`config.mk`:
```
export PLATFORM = sky130hd
export DESIGN_NAME = ddr3_cmd_decoder
export DESIGN_NICKNAME = d
export VERILOG_FILES = /design/src/rtl/ddr3_cmd_pkg.sv /design/src/rtl/ddr3_cmd_capture.sv /design/src/rtl/ddr3_cmd_decode.sv /design/src/rtl/ddr3_mode_shadow.sv /design/src/rtl/ddr3_cmd_decoder.sv
export SDC_FILE = /design/constraint.sdc
export NUM_CORES = 1
export LEC_CHECK = 0
export BUFFER_PORTS_ARGS = -buffer_cell sky130_fd_sc_hd__buf_4
export CORE_ASPECT_RATIO = 1.5
export CORE_MARGIN = 4
export CORE_UTILIZATION = 51
export CTS_BUF_LIST = sky130_fd_sc_hd__clkbuf_8
export CTS_CLUSTER_DIAMETER = 80
export DETAILED_ROUTE_END_ITERATION = 12
export GPL_ROUTABILITY_DRIVEN = 0
export PLACE_DENSITY = 0.86
export SLEW_MARGIN = 10
export SYNTH_ARGS = -nofsm -noshare
export SYNTH_HDL_FRONTEND = slang
export SYNTH_SLANG_ARGS = --single-unit
```
`constraint.sdc`:
```
create_clock -name clk -period 2 [get_ports clk]
set_input_delay 0.2 -clock clk [delete_from_list [all_inputs] [get_ports clk]]
set_output_delay 0.2 -clock clk [all_outputs]
set_load 0.05 [all_outputs]
```
`src/rtl/ddr3_cmd_pkg.sv`:
```
package ddr3_cmd_pkg;
  typedef enum logic [2:0] {
    CMD_LDMODE = 3'd0,
    CMD_REF    = 3'd1,
    CMD_PRE    = 3'd2,
    CMD_ACT    = 3'd3,
    CMD_WR     = 3'd4,
    CMD_RD     = 3'd5,
    CMD_ZQ     = 3'd6,
    CMD_NOP    = 3'd7
  } cmd_e;

  typedef enum logic [1:0] {
    BL_FIX8 = 2'd0,
    BL_OTF  = 2'd1,
    BL_FIX4 = 2'd2,
    BL_RSVD = 2'd3
  } bl_mode_e;

  localparam int MR_BURST = 0;
  localparam int MR_TERM  = 1;
endpackage

```
`src/rtl/ddr3_cmd_capture.sv`:
```
module ddr3_cmd_capture
  import ddr3_cmd_pkg::*;
#(
  parameter int BANK_W = 3,
  parameter int ADDR_W = 14
) (
  input  logic              clk,
  input  logic              rst_n,
  input  logic              cs_n,
  input  logic              ras_n,
  input  logic              cas_n,
  input  logic              we_n,
  input  logic [BANK_W-1:0] ba,
  input  logic [ADDR_W-1:0] addr,
  input  logic              odt,
  output logic              sel_q,
  output cmd_e              code_q,
  output logic [BANK_W-1:0] ba_q,
  output logic [ADDR_W-1:0] addr_q,
  output logic              odt_q
);
  always_ff @(posedge clk) begin
    if (!rst_n) begin
      sel_q  <= 1'b0;
      code_q <= CMD_NOP;
      ba_q   <= '0;
      addr_q <= '0;
      odt_q  <= 1'b0;
    end else begin
      sel_q  <= ~cs_n;
      code_q <= cmd_e'({ras_n, cas_n, we_n});
      ba_q   <= ba;
      addr_q <= addr;
      odt_q  <= odt;
    end
  end
endmodule

```
`src/rtl/ddr3_cmd_decode.sv`:
```
module ddr3_cmd_decode
  import ddr3_cmd_pkg::*;
#(
  parameter int BANK_W = 3,
  parameter int ADDR_W = 14,
  parameter int AP_BIT = 10,
  parameter int BC_BIT = 12,
  parameter int MRS_W  = 2
) (
  input  logic              sel,
  input  cmd_e              code,
  input  logic [BANK_W-1:0] ba,
  input  logic [ADDR_W-1:0] addr,
  input  bl_mode_e          bl_mode,
  output logic              vld,
  output cmd_e              cmd,
  output logic [BANK_W-1:0] bank,
  output logic [ADDR_W-1:0] addr_o,
  output logic              auto_pre,
  output logic              pre_all,
  output logic              chop,
  output logic [MRS_W-1:0]  mr_sel
);
  logic [ADDR_W-1:0] col;

  always_comb begin
    col         = addr;
    col[AP_BIT] = 1'b0;
    col[BC_BIT] = 1'b0;
  end

  always_comb begin
    vld      = 1'b0;
    cmd      = CMD_NOP;
    bank     = '0;
    addr_o   = '0;
    auto_pre = 1'b0;
    pre_all  = 1'b0;
    chop     = 1'b0;
    mr_sel   = '0;
    if (sel) begin
      cmd = code;
      vld = (code != CMD_NOP);
      case (code)
        CMD_LDMODE: begin
          mr_sel = ba[MRS_W-1:0];
          addr_o = addr;
        end
        CMD_ACT: begin
          bank   = ba;
          addr_o = addr;
        end
        CMD_RD, CMD_WR: begin
          bank     = ba;
          addr_o   = col;
          auto_pre = addr[AP_BIT];
          case (bl_mode)
            BL_OTF:  chop = ~addr[BC_BIT];
            BL_FIX4: chop = 1'b1;
            default: chop = 1'b0;
          endcase
        end
        CMD_PRE: begin
          pre_all = addr[AP_BIT];
          bank    = addr[AP_BIT] ? '0 : ba;
        end
        default: ;
      endcase
    end
  end
endmodule

```
`src/rtl/ddr3_mode_shadow.sv`:
```
module ddr3_mode_shadow
  import ddr3_cmd_pkg::*;
#(
  parameter int ADDR_W = 14,
  parameter int MRS_W  = 2
) (
  input  logic              clk,
  input  logic              rst_n,
  input  logic              ld_vld,
  input  logic [MRS_W-1:0]  ld_sel,
  input  logic [ADDR_W-1:0] opcode,
  output bl_mode_e          bl_mode,
  output logic              term_allow
);
  logic term_bits;
  assign term_bits = opcode[2] | opcode[6] | opcode[9];

  always_ff @(posedge clk) begin
    if (!rst_n) begin
      bl_mode    <= BL_FIX8;
      term_allow <= 1'b0;
    end else if (ld_vld) begin
      if (ld_sel == MRS_W'(MR_BURST)) bl_mode    <= bl_mode_e'(opcode[1:0]);
      if (ld_sel == MRS_W'(MR_TERM))  term_allow <= term_bits;
    end
  end


  upper_mr_ignored_chk: assert property (@(posedge clk) disable iff (!rst_n)
    (ld_vld && ld_sel[1]) |=> ($stable(bl_mode) && $stable(term_allow)));


  no_load_no_change_chk: assert property (@(posedge clk) disable iff (!rst_n)
    !ld_vld |=> ($stable(bl_mode) && $stable(term_allow)));
endmodule

```
`src/rtl/ddr3_cmd_decoder.sv`:
```
module ddr3_cmd_decoder
  import ddr3_cmd_pkg::*;
#(
  parameter int BANK_W = 3,
  parameter int ADDR_W = 14,
  parameter int AP_BIT = 10,
  parameter int BC_BIT = 12
) (
  input  logic              clk,
  input  logic              rst_n,
  input  logic              cs_n,
  input  logic              ras_n,
  input  logic              cas_n,
  input  logic              we_n,
  input  logic [BANK_W-1:0] ba,
  input  logic [ADDR_W-1:0] addr,
  input  logic              odt,
  output logic              cmd_vld,
  output logic [2:0]        cmd,
  output logic [BANK_W-1:0] cmd_bank,
  output logic [ADDR_W-1:0] cmd_addr,
  output logic              auto_pre,
  output logic              pre_all,
  output logic              burst_chop,
  output logic [1:0]        mr_sel,
  output logic              odt_en
);
  localparam int MRS_W = 2;

  logic              sel_q;
  cmd_e              code_q;
  logic [BANK_W-1:0] ba_q;
  logic [ADDR_W-1:0] addr_q;
  logic              odt_q;
  bl_mode_e          bl_mode;
  logic              term_allow;
  cmd_e              cmd_dec;
  logic              ld_vld;

  ddr3_cmd_capture #(.BANK_W(BANK_W), .ADDR_W(ADDR_W)) u_cap (
    .clk(clk), .rst_n(rst_n), .cs_n(cs_n), .ras_n(ras_n), .cas_n(cas_n),
    .we_n(we_n), .ba(ba), .addr(addr), .odt(odt),
    .sel_q(sel_q), .code_q(code_q), .ba_q(ba_q), .addr_q(addr_q), .odt_q(odt_q)
  );

  ddr3_cmd_decode #(.BANK_W(BANK_W), .ADDR_W(ADDR_W), .AP_BIT(AP_BIT),
                    .BC_BIT(BC_BIT), .MRS_W(MRS_W)) u_dec (
    .sel(sel_q), .code(code_q), .ba(ba_q), .addr(addr_q), .bl_mode(bl_mode),
    .vld(cmd_vld), .cmd(cmd_dec), .bank(cmd_bank), .addr_o(cmd_addr),
    .auto_pre(auto_pre), .pre_all(pre_all), .chop(burst_chop), .mr_sel(mr_sel)
  );

  assign cmd    = cmd_dec;
  assign ld_vld = cmd_vld && (cmd_dec == CMD_LDMODE);

  ddr3_mode_shadow #(.ADDR_W(ADDR_W), .MRS_W(MRS_W)) u_shadow (
    .clk(clk), .rst_n(rst_n), .ld_vld(ld_vld), .ld_sel(mr_sel),
    .opcode(cmd_addr), .bl_mode(bl_mode), .term_allow(term_allow)
  );

  assign odt_en = odt_q & term_allow;


  deselect_masks_chk: assert property (@(posedge clk) disable iff (!rst_n)
    cs_n |=> (!cmd_vld && cmd == 3'd7));


  pre_all_bank_chk: assert property (@(posedge clk) disable iff (!rst_n)
    pre_all |-> (cmd_vld && cmd == 3'd2 && cmd_bank == '0));


  auto_pre_rw_chk: assert property (@(posedge clk) disable iff (!rst_n)
    auto_pre |-> (cmd == 3'd4 || cmd == 3'd5));


  chop_rw_chk: assert property (@(posedge clk) disable iff (!rst_n)
    burst_chop |-> (cmd_vld && (cmd == 3'd4 || cmd == 3'd5)));


  odt_gate_chk: assert property (@(posedge clk) disable iff (!rst_n)
    !odt |=> !odt_en);
endmodule

```
==> qor.csv <==
metric,value,unit
first_pass_iters,4,
power_density,617,mW/mm^2
relSlewSlack,63.8,%
drt-total-wl,2500,um
syn-cell-area,0.00112,mm^2
avgSynthCellArea,9.19,um^2
cts_buffers,3,
core_area,0.00205,mm^2
drc,0,
die_x,46.3,um
synth_seq_cells,25,
area_growth,41.6,%
total_power,0.000980,W
cp.required,1.80,ns
antenna_found_initial,0,
power.leakage,0.715,nW
dieArea,0.00303,mm^2
hold_class,in -> reg,
drv_slew,0,
cts_max_level,1,
die_h,65.4,um
vias,956,
dp_hpwl,1970,um
drtIter0Drc,16,
worstSkewPairLatency,0.26,ns
worst-path-buf-inv,2,
crit_chain,"nand2b_1, xnor2_4, buf_12, nor3_1, buf_4",
grt.total_usage,18.0,%
postPlaceCellArea,0.00151,mm^2
clock-root-buffer,clkbuf_8,
preCtsSetupSlack,0.218,ns
stdcell_area,0.00159,mm^2
cts_buffer_depth,2,
wire_per_inst,12.9,um
crit_path_top_delay_cell,dfxtp_1,
netlist_instances,122,
endpoint_kind,output port,
cts_tree,yes,
grt_pass1_vias,938,
ir_drop,0.000477,V
ios,51,
synth_nets,148,
cpPeakStageDelay,0.45,ns
max_freq,0.547,GHz
grt_max_degree,29,
hold_slack,0.0765,ns
rows,20,
port_buffers,50,
post-route-min-period,1.83,ns
initial_core_util,54.6,%
clock_sinks,25,
crit_family,flip-flops,
setup_viol_count_final,0,
yosysUniqueCellTypes,24,
fin_ws,0.172,ns
status,completed,
crit_fanout,13,
vias_per_cell,4.93,
cap_violations,0,
drive_gt1_share,39.5,%
num_antenna_cells,0,
worst_pin_slew,0.543,ns
grt_overflow,0,
nets,199,
grt_pass1_wl,3930,um
min_period_over_period,91.4,%
skew,0.00312,ns
ant_nets,0,
clk_pin_slew,0.08,ns
final_hold_viol_count,0,
ys_warn_count,0,
cp_data_arrival_time,1.63,ns
ys_seq_area_share,44.6,%
cp-start-kind,flop,
final_util,77.4,%
critPathKind,reg -> out,
routing by layer:
layer	routed length [um]	track usage [%]	up-vias	part of all wire [%]
met5	0	0	-	0
met1	891	18.9	438	36
met3	165	2.47	4	6.6
met4	42	8.54	0	1.7
li1	-	-	482	-
met2	1400	32.8	32	56
cell families after synthesis:
| family | synth area share, % |
|---|---|
| xor+xnor | 2.23 |
| buf+inv | 7.48 |
| fa+ha+maj | 2.23 |
| simple gates | 39.3 |
| flops | 44.6 |
| mux | 1.79 |
| compound gates | 2.34 |
Yosys cell counts, drive strengths merged:
cell    number  area [um^2]
dfxtp       25          500
and2        21          131
inv         15         56.3
nor3        13          105
nand2       10         37.5
nand2b       7         43.8
nor2         4         15.0
nor2b        4         25.0
nor3b        4         30.0
clkbuf       3         11.3
a21oi        2         10.0
buf          2         16.3
ha           2         25.0
mux2i        2         20.0
and3         1         6.26
and3b        1         8.76
nand3        1         5.00
nand4b       1         8.76
nor4b        1         23.8
o32ai        1         16.3
xnor2        1         16.3
xor2         1         8.76
report_power, final:
| group | switching [W] | internal (W) | total (W) |
|---|---|---|---|
| Combinational | 0.0000827 | 0.0000754 | 0.000158 |
| Sequential | 0.0000180 | 0.000521 | 0.000539 |
| Clock | 0.000145 | 0.000137 | 0.000282 |
| Total | 0.000246 | 0.000734 | 0.000980 |
flip-flops by register name (all words and copies together), names as in the netlist:
name                 count
u_cap.odt_q              1
u_cap.sel_q              1
u_cap.code_q             3
u_cap.ba_q               3
u_shadow.term_allow      1
u_shadow.bl_mode         2
u_cap.addr_q            14
metrics by stage:
stage	TNS (ns)	std cells
2_1_floorplan	-0.283	122
3_5_place_dp	0	189
3_3_place_gp	0	189
5_1_grt	-0.00495	194
6_report	0	194
4_1_cts	0	193
path summary, 6_finish.rpt:
| kind | slack (ns) | endpoint | start | cells past startpoint |
|---|---|---|---|---|
| worst max-delay path | 0.17 | cmd_addr[2] | u_cap.code_q[0] | 5 |
| worst min-delay path | 0.08 | u_cap.sel_q | cs_n | 2 |
| worst max register to register | 0.69 | u_shadow.term_allow | u_cap.code_q[0] | 4 |
| worst min register to register | 0.46 | u_shadow.bl_mode[0] | u_cap.addr_q[0] | 2 |
final cells by class:
| cell class | count | area (um^2) |
|---|---|---|
| Clock buffer | 3 | 41.3 |
| Clock inverter | 1 | 3.75 |
| Fill cell | 147 | 464 |
| Inverter | 15 | 56.3 |
| Multi-Input combinational cell | 77 | 563 |
| Sequential cell | 25 | 500 |
| Tap cell | 22 | 27.5 |
| Timing Repair Buffer | 51 | 395 |
placed cells by master, fill, tap and decap left out, types with 4 or more instances in the layout:
master	instances
nand2_1	10
nand2b_1	7
and2_1	21
nor2b_1	4
nor3_1	4
buf_4	50
nor2_1	4
inv_1	16
dfxtp_1	25
nor3_2	9
what timing repair did:
item | in CTS | in global routing
buffers inserted | 0 | 1
hold buffers | 0 | 0
pin swaps | 0 | 1
resized for setup | 1 | 0
setup endpoints to repair | 12 | 4
(Power assumes the default switching activity.)
